[src/rtl/rmt_pkg.sv]
package rmt_pkg;

    // Per-entry update selected each cycle
    typedef enum logic [1:0] {
        UPD_KEEP = 2'd0,
        UPD_MAP  = 2'd1,
        UPD_FREE = 2'd2
    } rmt_upd_e;

endpackage

[src/rtl/rmt_entry_ctl.sv]
module rmt_entry_ctl
    import rmt_pkg::*;
#(
    parameter int IDX   = 1,
    parameter int REG_W = 5,
    parameter int TAG_W = 5
) (
    input  logic             flush,
    input  logic             alloc_en,
    input  logic [REG_W-1:0] alloc_reg,
    input  logic             commit_en,
    input  logic [REG_W-1:0] commit_reg,
    input  logic [TAG_W-1:0] commit_tag,
    input  logic             cur_pend,
    input  logic [TAG_W-1:0] cur_tag,
    output rmt_upd_e         upd
);

    localparam logic [REG_W-1:0] MY_REG = REG_W'(IDX);

    logic alloc_hit;
    logic commit_hit;

    always_comb begin
        alloc_hit  = alloc_en && (alloc_reg == MY_REG);
        commit_hit = commit_en && (commit_reg == MY_REG) && cur_pend && (cur_tag == commit_tag);
        if (flush) begin
            upd = UPD_FREE;
        end else if (alloc_hit) begin
            upd = UPD_MAP;
        end else if (commit_hit) begin
            upd = UPD_FREE;
        end else begin
            upd = UPD_KEEP;
        end
    end

endmodule

[src/rtl/rmt_read_port.sv]
module rmt_read_port #(
    parameter int NUM_REGS = 32,
    parameter int REG_W    = 5,
    parameter int TAG_W    = 5
) (
    input  logic [NUM_REGS-1:0]       pend,
    input  logic [NUM_REGS*TAG_W-1:0] tags,
    input  logic [REG_W-1:0]          sel,
    output logic                      pending,
    output logic [TAG_W-1:0]          tag
);

    always_comb begin
        pending = pend[sel] && (sel != '0);
        tag     = pending ? tags[sel*TAG_W +: TAG_W] : '0;
    end

endmodule

[src/rtl/rename_map_table.sv]
module rename_map_table
    import rmt_pkg::*;
#(
    parameter int NUM_REGS = 32,
    parameter int TAG_W    = 5,
    parameter int NUM_SRC  = 2,
    localparam int REG_W   = $clog2(NUM_REGS)
) (
    input  logic                     clk,
    input  logic                     rst_n,
    input  logic                     alloc_en,
    input  logic [REG_W-1:0]         alloc_reg,
    input  logic [TAG_W-1:0]         alloc_tag,
    input  logic                     commit_en,
    input  logic [REG_W-1:0]         commit_reg,
    input  logic [TAG_W-1:0]         commit_tag,
    input  logic                     flush,
    input  logic [NUM_SRC*REG_W-1:0] src_reg,
    output logic [NUM_SRC-1:0]       src_pending,
    output logic [NUM_SRC*TAG_W-1:0] src_tag
);

    typedef struct packed {
        logic [NUM_REGS-1:0]            pend;
        logic [NUM_REGS-1:0][TAG_W-1:0] tag;
    } state_t;

    state_t   state_d, state_q;
    rmt_upd_e upd [NUM_REGS];

    // Per-register update decision; register 0 is fixed
    for (genvar g = 0; g < NUM_REGS; g++) begin : g_entry
        if (g == 0) begin : g_zero
            assign upd[g] = UPD_KEEP;
        end else begin : g_live
            rmt_entry_ctl #(
                .IDX   (g),
                .REG_W (REG_W),
                .TAG_W (TAG_W)
            ) u_ctl (
                .flush      (flush),
                .alloc_en   (alloc_en),
                .alloc_reg  (alloc_reg),
                .commit_en  (commit_en),
                .commit_reg (commit_reg),
                .commit_tag (commit_tag),
                .cur_pend   (state_q.pend[g]),
                .cur_tag    (state_q.tag[g]),
                .upd        (upd[g])
            );
        end
    end

    always_comb begin
        state_d = state_q;
        for (int i = 0; i < NUM_REGS; i++) begin
            case (upd[i])
                UPD_MAP: begin
                    state_d.pend[i] = 1'b1;
                    state_d.tag[i]  = alloc_tag;
                end
                UPD_FREE: begin
                    state_d.pend[i] = 1'b0;
                    state_d.tag[i]  = '0;
                end
                default: ;
            endcase
        end
    end

    always_ff @(posedge clk) begin
        if (!rst_n) begin
            state_q <= '0;
        end else begin
            state_q <= state_d;
        end
    end

    // Lookups read the registered state, before this cycle's updates
    for (genvar p = 0; p < NUM_SRC; p++) begin : g_src
        rmt_read_port #(
            .NUM_REGS (NUM_REGS),
            .REG_W    (REG_W),
            .TAG_W    (TAG_W)
        ) u_rd (
            .pend    (state_q.pend),
            .tags    (state_q.tag),
            .sel     (src_reg[p*REG_W +: REG_W]),
            .pending (src_pending[p]),
            .tag     (src_tag[p*TAG_W +: TAG_W])
        );
    end

    a_r2_alloc_maps: assert property (@(posedge clk) disable iff (!rst_n)
        (alloc_en && !flush && alloc_reg != '0)
        |=> (state_q.pend[$past(alloc_reg)] && state_q.tag[$past(alloc_reg)] == $past(alloc_tag)));

    a_r7_flush_clears: assert property (@(posedge clk) disable iff (!rst_n)
        flush |=> (state_q.pend == '0));

    a_r8_zero_ready: assert property (@(posedge clk) disable iff (!rst_n)
        !state_q.pend[0]);

    a_r5_commit_frees: assert property (@(posedge clk) disable iff (!rst_n)
        (commit_en && !flush && state_q.pend[commit_reg] && state_q.tag[commit_reg] == commit_tag
         && !(alloc_en && alloc_reg == commit_reg))
        |=> !state_q.pend[$past(commit_reg)]);

    a_r6_stale_commit_kept: assert property (@(posedge clk) disable iff (!rst_n)
        (commit_en && !flush && state_q.pend[commit_reg] && state_q.tag[commit_reg] != commit_tag
         && !(alloc_en && alloc_reg == commit_reg))
        |=> (state_q.pend[$past(commit_reg)] && state_q.tag[$past(commit_reg)] == $past(state_q.tag[commit_reg])));

endmodule

[config.mk]
export PLATFORM = sky130hd
export DESIGN_NAME = rename_map_table
export DESIGN_NICKNAME = d
export VERILOG_FILES = /design/src/rtl/rmt_pkg.sv /design/src/rtl/rmt_entry_ctl.sv /design/src/rtl/rmt_read_port.sv /design/src/rtl/rename_map_table.sv
export SDC_FILE = /design/constraint.sdc
export NUM_CORES = 1
export LEC_CHECK = 0
export BUFFER_PORTS_ARGS = -buffer_cell sky130_fd_sc_hd__buf_4
export CORE_MARGIN = 2
export CORE_UTILIZATION = 30
export CTS_CLUSTER_SIZE = 24
export DETAILED_ROUTE_END_ITERATION = 12
export SETUP_SLACK_MARGIN = 0.15
export SLEW_MARGIN = 10
export SYNTH_ARGS = -nofsm -noshare
export SYNTH_HDL_FRONTEND = slang
export SYNTH_SLANG_ARGS = --single-unit
[constraint.sdc]
create_clock -name clk -period 3.5 [get_ports clk]
set_input_delay 0.7 -clock clk [delete_from_list [all_inputs] [get_ports clk]]
set_output_delay 0.7 -clock clk [all_outputs]
set_load 0.1 [all_outputs]
==> key figures, run 1 <==
Status
  • Run status: complete, no violations

Setup path
  • Max incr delay on CP: 0.63 ns
  • Top fanout value on the critical path: 16
  • WP data required: between 2 and 3 ns
  • Largest delay share family, worst path: multiplexers
  • Worst Path Arrival: 2.64 ns
  • Crit-path slowest cell: mux4_1
  • CP endpoint kind: output pin
  • Crit Path Category: in -> out
  • Buf/Inv on CP: 2
  • Cell-by-cell trace of the critical path: buf_6, mux4_1, mux2i_1, o22ai_1, a211oi_1, nor2_2, buf_4
  • Critical Path Source Type: input pin

STA
  • Worst Tran Pin Value: approximately 0.65 ns
  • Fin Setup TNS: 0 ns
  • Post-route setup slack: approximately 0.16 ns
  • RSZ-0062 raised after global routing: yes
  • Pins over their slew limit: 0
  • Max Clock Skew: about 0.011 ns
  • Final setup fails: 0
  • Achievable Freq: 299 MHz
  • Period utilization: 0.954
  • Worst hold slack: 0.565 ns
  • Final Hold Fails: 0
  • Worst slew margin: 0.564
  • Min cycle time layout: 3.34 ns

Final layout
  • Top flop regs: state_q (186)
  • Fraction of layout cells with a size suffix above 1: 0.147
  • Most flop-heavy register: state_q
  • Final core occ: 0.338
  • Post-route cell area: 0.0157 mm^2
  • Ant. Diodes: 0
  • Layout Cells excl Fill: 2,153
  • Fin nets: ~1,600
  • Max FFs per register: 186
  • Synth-to-layout area growth: 11.4%

Die
  • Initial Utilization: 0.303
  • Row cnt: roughly 80
  • # IOs: 47
  • DIE HEIGHT: 220 um
  • Die ar.: between 0.04 and 0.05 mm^2
  • Core ar.: 0.0464 mm^2
  • Die Wd: 220 um

Synthesis
  • Async SR Flop Fraction: 0
  • Yosys top cell by area: dfxtp_1
  • Register area share after synthesis: 0.265
  • EDFF count, synth: 0
  • Cell area after synthesis: between 0.01 and 0.015 mm^2
  • Most common cell in the synthesized netlist: dfxtp_1
  • Most frequent cells after synthesis: dfxtp_1, nor2b_1, nor3b_1
  • Post-Syn Area per Cell: 9.12 um^2
  • YS warnings: 0
  • #FFs+latches synth: 186
  • Post-synth cell types: 45
  • Synth area leaders: dfxtp_1, mux4_2, xor2_1
  • Synthesized instance count: 1,541
  • Ys flop type: dfxtp_1
  • Synth top area share: 0.265
  • Syn_nets: 1,638

Power and ir drop
  • Peak VDD IR: 0.000330 V
  • Pint: about 3.6 mW
  • Post-layout power: 5.42 mW
  • Leakage power: approximately 5.8 nW
  • Power share of the clock group: 0.350
  • Psw: 1.79 mW
  • P per Cell Area: around 350 mW/mm^2
  • Sw frac: 0.330
  • Comb power frac: 0.216
  • Reg power frac: 0.434

Global route
  • GR Util All Layers: 0.201
  • Initial antenna violation count: 1
  • Number of global-route vias before repair: 11,700
  • Largest net degree at the start of global routing: around 140
  • GR Overflow Total: 0
  • First-pass GRT wire length: roughly 73,000 um

Placement
  • Pre-CTS WS: 0.00719 ns
  • Post-Place Cell Area: 0.0150 mm^2
  • Final HPWL DP: 34,600 um
  • Port Buffer Count: 46
  • RePlAce Congestion: 0.987
  • Dpl cells: 2,121

CTS
  • CTS root buffer: clkbuf_16
  • CTS H-tree depth: 4
  • Clk_lat worst skew: 0.46 ns
  • Hold Buf Count CTS: 0
  • Longest Clk Path Bufs: 2
  • CTS tree: yes
  • TritonCTS Buffers: 17
  • # clock sinks: around 190
  • Clk slew on worst S/H paths: 0.07 ns

Routing
  • Avg Vias per Cell: around 5.7
  • DR vias: 12,200
  • Final ANT Viol Nets: 0
  • Drt pass-1 iters: 7
  • Iter 0 DRT Violations: about 1,000
  • Drt wl/cell: approximately 22 um
  • DRC: 0
  • DRT Wirelength: 48,400 um

Hold path
  • HP Class: reg -> reg

Job
  • Max cap viols: 0
logic make-up after synthesis:
kind of cell,synth area share
simple gates,0.229
compound gates,0.137
flops,0.265
xor+xnor,0.0966
mux,0.170
buf+inv,0.0472
fa+ha+maj,0.0552
worst paths after layout:
| path | startpoint | end | slack (ns) | cells after the start |
|---|---|---|---|---|
| setup / recovery | src_reg[1] | src_tag[0] | 0.16 | 7 |
| hold reg to reg | state_q[105]$_SDFFE_PN0P_ | state_q[105]$_SDFFE_PN0P_ | 0.57 | 2 |
| setup reg to reg | state_q[104]$_SDFFE_PN0P_ | state_q[103]$_SDFFE_PN0P_ | 1.28 | 7 |
| hold / removal | state_q[105]$_SDFFE_PN0P_ | state_q[105]$_SDFFE_PN0P_ | 0.57 | 2 |
area by class of cell:
| class | count | area (um^2) |
|---|---|---|
| Timing Repair Buffer | 105 | 862 |
| Clock inverter | 14 | 113 |
| Tap cell | 607 | 759 |
| Sequential cell | 186 | 3720 |
| Clock buffer | 18 | 429 |
| Inverter | 2 | 7.51 |
| Fill cell | 4703 | 30700 |
| Multi-Input combinational cell | 1221 | 9760 |
per-layer routing:
layer | global-route usage | wire length [um] | vias up
li1 | - | - | 5558
met1 | 0.259 | 20300 | 5931
met2 | 0.322 | 22000 | 565
met3 | 0.0385 | 3760 | 143
met4 | 0.0962 | 2290 | 0
met5 | 0 | 0 | -
repair_timing:
item,CTS,global route
cloned,0,0
resized for setup,6,11
buffers inserted,0,0
endpoints found under the setup margin,9,10
cells in the final DEF (no fill, tap or decap), types with 7 or more instances in the layout:
cell / count
o22ai_1: 10
mux2_2: 12
a211oi_2: 10
nor3_1: 39
nand2_1: 78
nor2_2: 10
mux2i_1: 58
buf_4: 97
mux4_2: 49
nor3b_1: 123
xnor2_1: 33
dfxtp_1: 186
xor2_1: 122
a221oi_1: 18
nor2b_1: 163
nor2_1: 58
nand3_1: 37
and2_1: 36
a21oi_1: 122
a2111oi_0: 27
a21o_1: 29
mux4_1: 20
nand2b_1: 7
a22oi_1: 36
clkbuf_16: 17
ha_1: 62
o21ai_0: 31
worst reg2reg max path, stage by stage (launching register included):
cell       delay (ns)
dfxtp_1          0.38
xor2_1           0.18
a2111oi_0        0.56
a21o_1           0.23
ha_1             0.36
nor3b_1          0.25
a21oi_1          0.07
nor2b_1          0.12
power by group through the flow:
stage | clock network [mW] | registers, mW | logic [mW]
after CTS | 1.93 | 2.35 | 1.15
after floorplan | 0 | 2.33 | 0.855
after detailed placement | 0 | 2.40 | 1.15
final | 1.90 | 2.35 | 1.17
after global placement | 0 | 2.39 | 1.12
after global routing | 2.00 | 2.36 | 1.26
No activity file was read; power rests on OpenSTA's default activity.
==> run 2: changes to the inputs <==
--- a/config.mk
+++ b/config.mk
@@ -8,6 +8,7 @@
 export BUFFER_PORTS_ARGS = -buffer_cell sky130_fd_sc_hd__buf_4
 export CORE_MARGIN = 2
 export CORE_UTILIZATION = 30
+export CTS_BUF_LIST = sky130_fd_sc_hd__clkbuf_16
 export CTS_CLUSTER_SIZE = 24
 export DETAILED_ROUTE_END_ITERATION = 12
 export SETUP_SLACK_MARGIN = 0.15
==> run 2 against run 1 <==
  * Clock power about the same
  * Wire length is essentially flat
  * Register-to-register slack hardly changed
  * Critical endpoint unchanged
  * Largest cell class unchanged
==> key figures, run 2 (synthesis gave the netlist of run 1 again) <==
Global route
  • GR Overflow Total: 0
  • Initial antenna violation count: 1
  • First-pass GRT wire length: 72,900 um
  • GR Util All Layers: 0.201
  • Number of global-route vias before repair: 11,700
  • Largest net degree at the start of global routing: 141

Power and ir drop
  • Reg power frac: 0.434
  • Pint: 3.63 mW
  • Comb power frac: 0.217
  • P per Cell Area: 346 mW/mm^2
  • Peak VDD IR: about 0.00033 V
  • Psw: 1.79 mW
  • Sw frac: 0.331
  • Power share of the clock group: 0.350
  • Leakage power: 5.85 nW

Setup path
  • Crit-path slowest cell: mux4_1
  • Worst Path Arrival: 2.64 ns
  • Critical Path Source Type: input pin
  • CP endpoint kind: output pin
  • Top fanout value on the critical path: 16
  • WP data required: 2.80 ns
  • Cell-by-cell trace of the critical path: buf_6, mux4_1, mux2i_1, o22ai_1, a211oi_1, nor2_2, buf_4
  • Crit Path Category: in -> out
  • Reg2Reg Depth: 7
  • Max incr delay on CP: 0.63 ns

Final layout
  • Layout Cells excl Fill: 2,153
  • Post-route cell area: 0.0157 mm^2
  • Most flop-heavy register: state_q
  • Fraction of layout cells with a size suffix above 1: 0.147
  • Top flop regs: state_q (186)
  • Max FFs per register: around 190
  • Ant. Diodes: 0
  • Synth-to-layout area growth: 11.4%
  • Commonest non-fill, non-tap cells in the layout: dfxtp_1, nor2b_1, nor3b_1
  • Most common cell after layout, fill and taps aside: dfxtp_1
  • Fin nets: 1,630

Placement
  • Pre-CTS WS: 0.00719 ns
  • RePlAce Congestion: 0.987
  • Dpl cells: 2,121
  • Port Buffer Count: 46
  • Final HPWL DP: 34,600 um
  • Post-Place Cell Area: 0.0150 mm^2

Die
  • Die ar.: a little under 0.05 mm^2
  • Initial Utilization: 0.303
  • Row cnt: 79
  • DIE HEIGHT: 220 um
  • Die Wd: 220 um
  • # IOs: 47
  • Core ar.: 0.0464 mm^2

STA
  • Fin Setup TNS: 0 ns
  • Worst Tran Pin Value: 0.655 ns
  • Worst slew margin: 0.564
  • Final setup fails: 0
  • Achievable Freq: 299 MHz
  • Worst hold slack: about 0.57 ns
  • Period utilization: 0.954
  • Max Clock Skew: between 0.01 and 0.015 ns
  • Final Hold Fails: 0
  • Pins over their slew limit: 0
  • Post-route setup slack: 0.159 ns
  • RSZ-0062 raised after global routing: yes
  • Min cycle time layout: 3.34 ns

Job
  • Max cap viols: 0

Routing
  • DR vias: 12,200
  • Drt pass-1 iters: 7
  • Avg Vias per Cell: roughly 5.7
  • DRT Wirelength: ~48,000 um
  • Drt wl/cell: 22.5 um
  • Iter 0 DRT Violations: 995
  • DRC: 0
  • Final ANT Viol Nets: 0

CTS
  • CTS tree: yes
  • CTS H-tree depth: 4
  • Hold Buf Count CTS: 0
  • Clk_lat worst skew: 0.46 ns
  • Longest Clk Path Bufs: 2
  • Setup Buffers After CTS: 0
  • # clock sinks: 186
  • Clk slew on worst S/H paths: 0.07 ns
  • TritonCTS Buffers: 17
  • CTS root buffer: clkbuf_16

Status
  • Run status: complete, no violations

Hold path
  • Hold-critical path depth: 2
  • HP Class: reg -> reg
[run 2: cell types whose count changed in the layout (fill, tap and decap cells not counted), sizes merged]
cell | before | now
clkbuf | 18 | 17
inv | 9 | 10
[run 2: area by class of cell]
cell class,instances,area (um^2)
Clock buffer,17,425
Clock inverter,15,116
Fill cell,4703,30700
Inverter,2,7.51
Multi-Input combinational cell,1221,9760
Sequential cell,186,3720
Tap cell,607,759
Timing Repair Buffer,105,862
[run 2: critical path, delay by kind of cell]
family	cells	cell delay, ns
buffers and inverters	2	0.45
muxes	2	0.84
AOI/OAI and AO/OA	2	0.58
and+or+nand+nor	1	0.05
[run 2: worst paths after layout]
kind	startpoint	endpoint	slack, ns
setup reg to reg	state_q[104]$_SDFFE_PN0P_	state_q[103]$_SDFFE_PN0P_	1.28
hold / removal	state_q[105]$_SDFFE_PN0P_	state_q[105]$_SDFFE_PN0P_	0.57
setup / recovery	src_reg[1]	src_tag[0]	0.16
hold reg to reg	state_q[105]$_SDFFE_PN0P_	state_q[105]$_SDFFE_PN0P_	0.57
[run 2: repair_timing]
item | CTS | global route
hold endpoints to repair | 0 | 0
setup endpoints to repair | 9 | 10
gates resized for setup | 6 | 11
cloned | 0 | 0
[run 2: per-stage QoR]
stage / util / power [mW]
after CTS: 0.337 / 5.43
after global placement: 0.324 / 3.52
after global routing: 0.338 / 5.62
after detailed placement: 0.324 / 3.54
final: 0.338 / 5.42
after floorplan: - / 3.18
[run 2: power by group through the flow]
stage | Clock [mW] | Combinational [mW] | Sequential [mW]
3_5_place_dp | 0 | 1.15 | 2.40
4_1_cts | 1.93 | 1.15 | 2.35
3_3_place_gp | 0 | 1.12 | 2.39
2_1_floorplan | 0 | 0.855 | 2.33
5_1_grt | 2.00 | 1.26 | 2.36
6_report | 1.90 | 1.17 | 2.35
[run 2: per-layer routing]
metal  vias to the layer above  share of wire  GRT usage
li1                       5558              -          -
met1                      5929           0.42      0.259
met2                       559           0.46      0.322
met3                       143          0.077     0.0385
met4                         0          0.047     0.0962
met5                         -              0          0
==> run 3: changes to the inputs <==
==> constraint.sdc (replaced) <==
create_clock -name clk -period 3.5 [get_ports clk]
set_input_delay 0 -clock clk [delete_from_list [all_inputs] [get_ports clk]]
set_output_delay 0 -clock clk [all_outputs]
set_load 0.1 [all_outputs]
==> run 3 against run 2 <==
  * Global-route usage increased by 0.059 points
  * Sequential cell count stayed put
  * Sequential power hardly changed
  * Highest routed layer unchanged
==> key figures, run 3 (synthesis gave the netlist of run 1 again) <==
Power and ir drop
  • P per Cell Area: roughly 350 mW/mm^2
  • Peak VDD IR: 0.000357 V
  • Pint: between 3 and 4 mW
  • Leakage power: approximately 5.6 nW
  • Reg power frac: 0.438
  • Post-layout power: 5.35 mW
  • Power share of the clock group: 0.350
  • Sw frac: 0.332
  • Comb power frac: 0.212
  • Psw: between 1.5 and 2 mW

CTS
  • CTS root buffer: clkbuf_16
  • Clk_lat worst skew: 0.47 ns
  • Longest Clk Path Bufs: 2
  • Post-CTS sizing: 0
  • TritonCTS Buffers: 17
  • CTS H-tree depth: 4
  • Hold Buf Count CTS: 0
  • Setup Buffers After CTS: 0
  • # clock sinks: 186
  • CTS tree: yes
  • Clk slew on worst S/H paths: ~0.08 ns

Die
  • Die Wd: 220 um
  • Initial Utilization: 0.303
  • Die ar.: ~0.049 mm^2
  • # IOs: 47
  • Row cnt: 79
  • Core ar.: 0.0464 mm^2
  • DIE HEIGHT: 220 um

Placement
  • Final HPWL DP: 32,700 um
  • Pre-CTS WS: between 1 and 1.5 ns
  • RePlAce Congestion: 0.937
  • Port Buffer Count: between 40 and 50
  • Post-Place Cell Area: ~0.015 mm^2

STA
  • RSZ-0062 raised after global routing: no
  • Final setup fails: 0
  • Worst slew margin: 0.288
  • Worst Tran Pin Value: 1.06 ns
  • Fin Setup TNS: 0 ns
  • Pins over their slew limit: 0
  • Worst hold slack: approximately 0.15 ns
  • Min cycle time layout: 2.57 ns
  • Achievable Freq: just under 400 MHz
  • Max Clock Skew: 0.0205 ns
  • Final Hold Fails: 0
  • Post-route setup slack: 0.927 ns
  • Period utilization: 0.735

Routing
  • Drt wl/cell: 23.1 um
  • Avg Vias per Cell: 5.72
  • DR vias: 12,100
  • Final ANT Viol Nets: 0
  • DRT Wirelength: between 40,000 and 50,000 um
  • DRC: 0
  • Iter 0 DRT Violations: 993
  • Drt pass-1 iters: 5

Final layout
  • Top flop regs: state_q (186)
  • Fin nets: 1,585
  • Ant. Diodes: 0
  • Post-route cell area: 0.0151 mm^2
  • Fillers: 4,700
  • Most flop-heavy register: state_q
  • Most common cell after layout, fill and taps aside: dfxtp_1
  • Fraction of layout cells with a size suffix above 1: 0.105
  • Commonest non-fill, non-tap cells in the layout: dfxtp_1, nor2b_1, nor3b_1
  • Synth-to-layout area growth: 7.72%
  • Max FFs per register: 186

Global route
  • GR Util All Layers: 0.201
  • GR Overflow Total: 0
  • Number of global-route vias before repair: 11,400
  • Initial antenna violation count: 0
  • First-pass GRT wire length: a little over 70,000 um
  • Largest net degree at the start of global routing: 97

Hold path
  • HP Class: in -> reg

Setup path
  • Worst r2r src: state_q[117]$_SDFFE_PN0P_
  • Reg2Reg Capture Point: state_q[116]$_SDFFE_PN0P_
  • Crit Path Category: in -> out
  • Worst Path Arrival: 2.57 ns
  • Critical Path Source Type: input pin
  • CP endpoint kind: output pin
  • Max incr delay on CP: 0.67 ns
  • CP Capture Point: src_tag[1]
  • Launch point of the worst path: src_reg[1]
  • Crit. path cell count: 7
  • Buf/Inv on CP: 2
  • Crit-path slowest cell: buf_4
  • WP data required: 3.50 ns
  • Reg2Reg Depth: 7
  • Cell-by-cell trace of the critical path: buf_4, mux2_2, a221oi_1, a221oi_1, a211oi_1, nor2_1, buf_4
  • Largest delay share family, worst path: compound AO/OA/AOI/OAI gates
  • Top fanout value on the critical path: 55
  • Reg2reg setup slack: 1.32 ns

Status
  • Run status: complete, no violations

Job
  • Max cap viols: 0
==> run 3: per-stage QoR <==
stage	cells	utilization
after global routing	2108	0.327
after detailed placement	2076	0.315
after CTS	2108	0.327
after floorplan	1541	-
after global placement	2076	0.315
final	2108	0.327
==> run 3: tightest hold or removal path: stages <==
cell and delay [ns]:
buf_4 0.30, a22oi_1 0.21, nor2b_1 0.06
==> run 3: final cells by class <==
type / instances / area, um^2 / share of cell area
clock inverter: 15 / 105 / 0.00694
timing repair buffer: 60 / 450 / 0.0298
clock buffer: 17 / 425 / 0.0281
sequential: 186 / 3720 / 0.246
tap: 607 / 759 / 0.0502
multi-input combinational: 1221 / 9670 / 0.639
inverter: 2 / 7.51 / 0.000496
==> run 3: power by group through the flow <==
stage                     combinational (mW)  clock (mW)  sequential [mW]
after floorplan                        0.850           0             2.33
after global placement                  1.10           0             2.38
after detailed placement                1.12           0             2.38
final                                   1.13        1.87             2.34
after global routing                    1.21        1.96             2.35
after CTS                               1.12        1.89             2.34
==> run 3: how the worst min path moves through the flow <==
stage                                    startpoint                        end  cells past startpoint
after detailed placement  state_q[110]$_SDFFE_PN0P_  state_q[110]$_SDFFE_PN0P_                      2
after CTS                              alloc_tag[2]    state_q[7]$_SDFFE_PN0P_                      3
after global placement     state_q[85]$_SDFFE_PN0P_   state_q[85]$_SDFFE_PN0P_                      2
after global routing                   alloc_tag[2]    state_q[7]$_SDFFE_PN0P_                      3
after floorplan                        alloc_tag[4]   state_q[14]$_SDFFE_PN0P_                      2
final                                  alloc_tag[4]  state_q[159]$_SDFFE_PN0P_                      3
==> run 3: metal layers <==
| metal | vias up | global-route usage | wire [um] | part of all wire |
|---|---|---|---|---|
| li1 | 5456 | - | - | - |
| met1 | 5854 | 0.258 | 19600 | 0.40 |
| met2 | 580 | 0.316 | 21900 | 0.45 |
| met3 | 163 | 0.0377 | 4190 | 0.086 |
| met5 | - | 0 | 0 | 0 |
| met4 | 0 | 0.119 | 2910 | 0.060 |
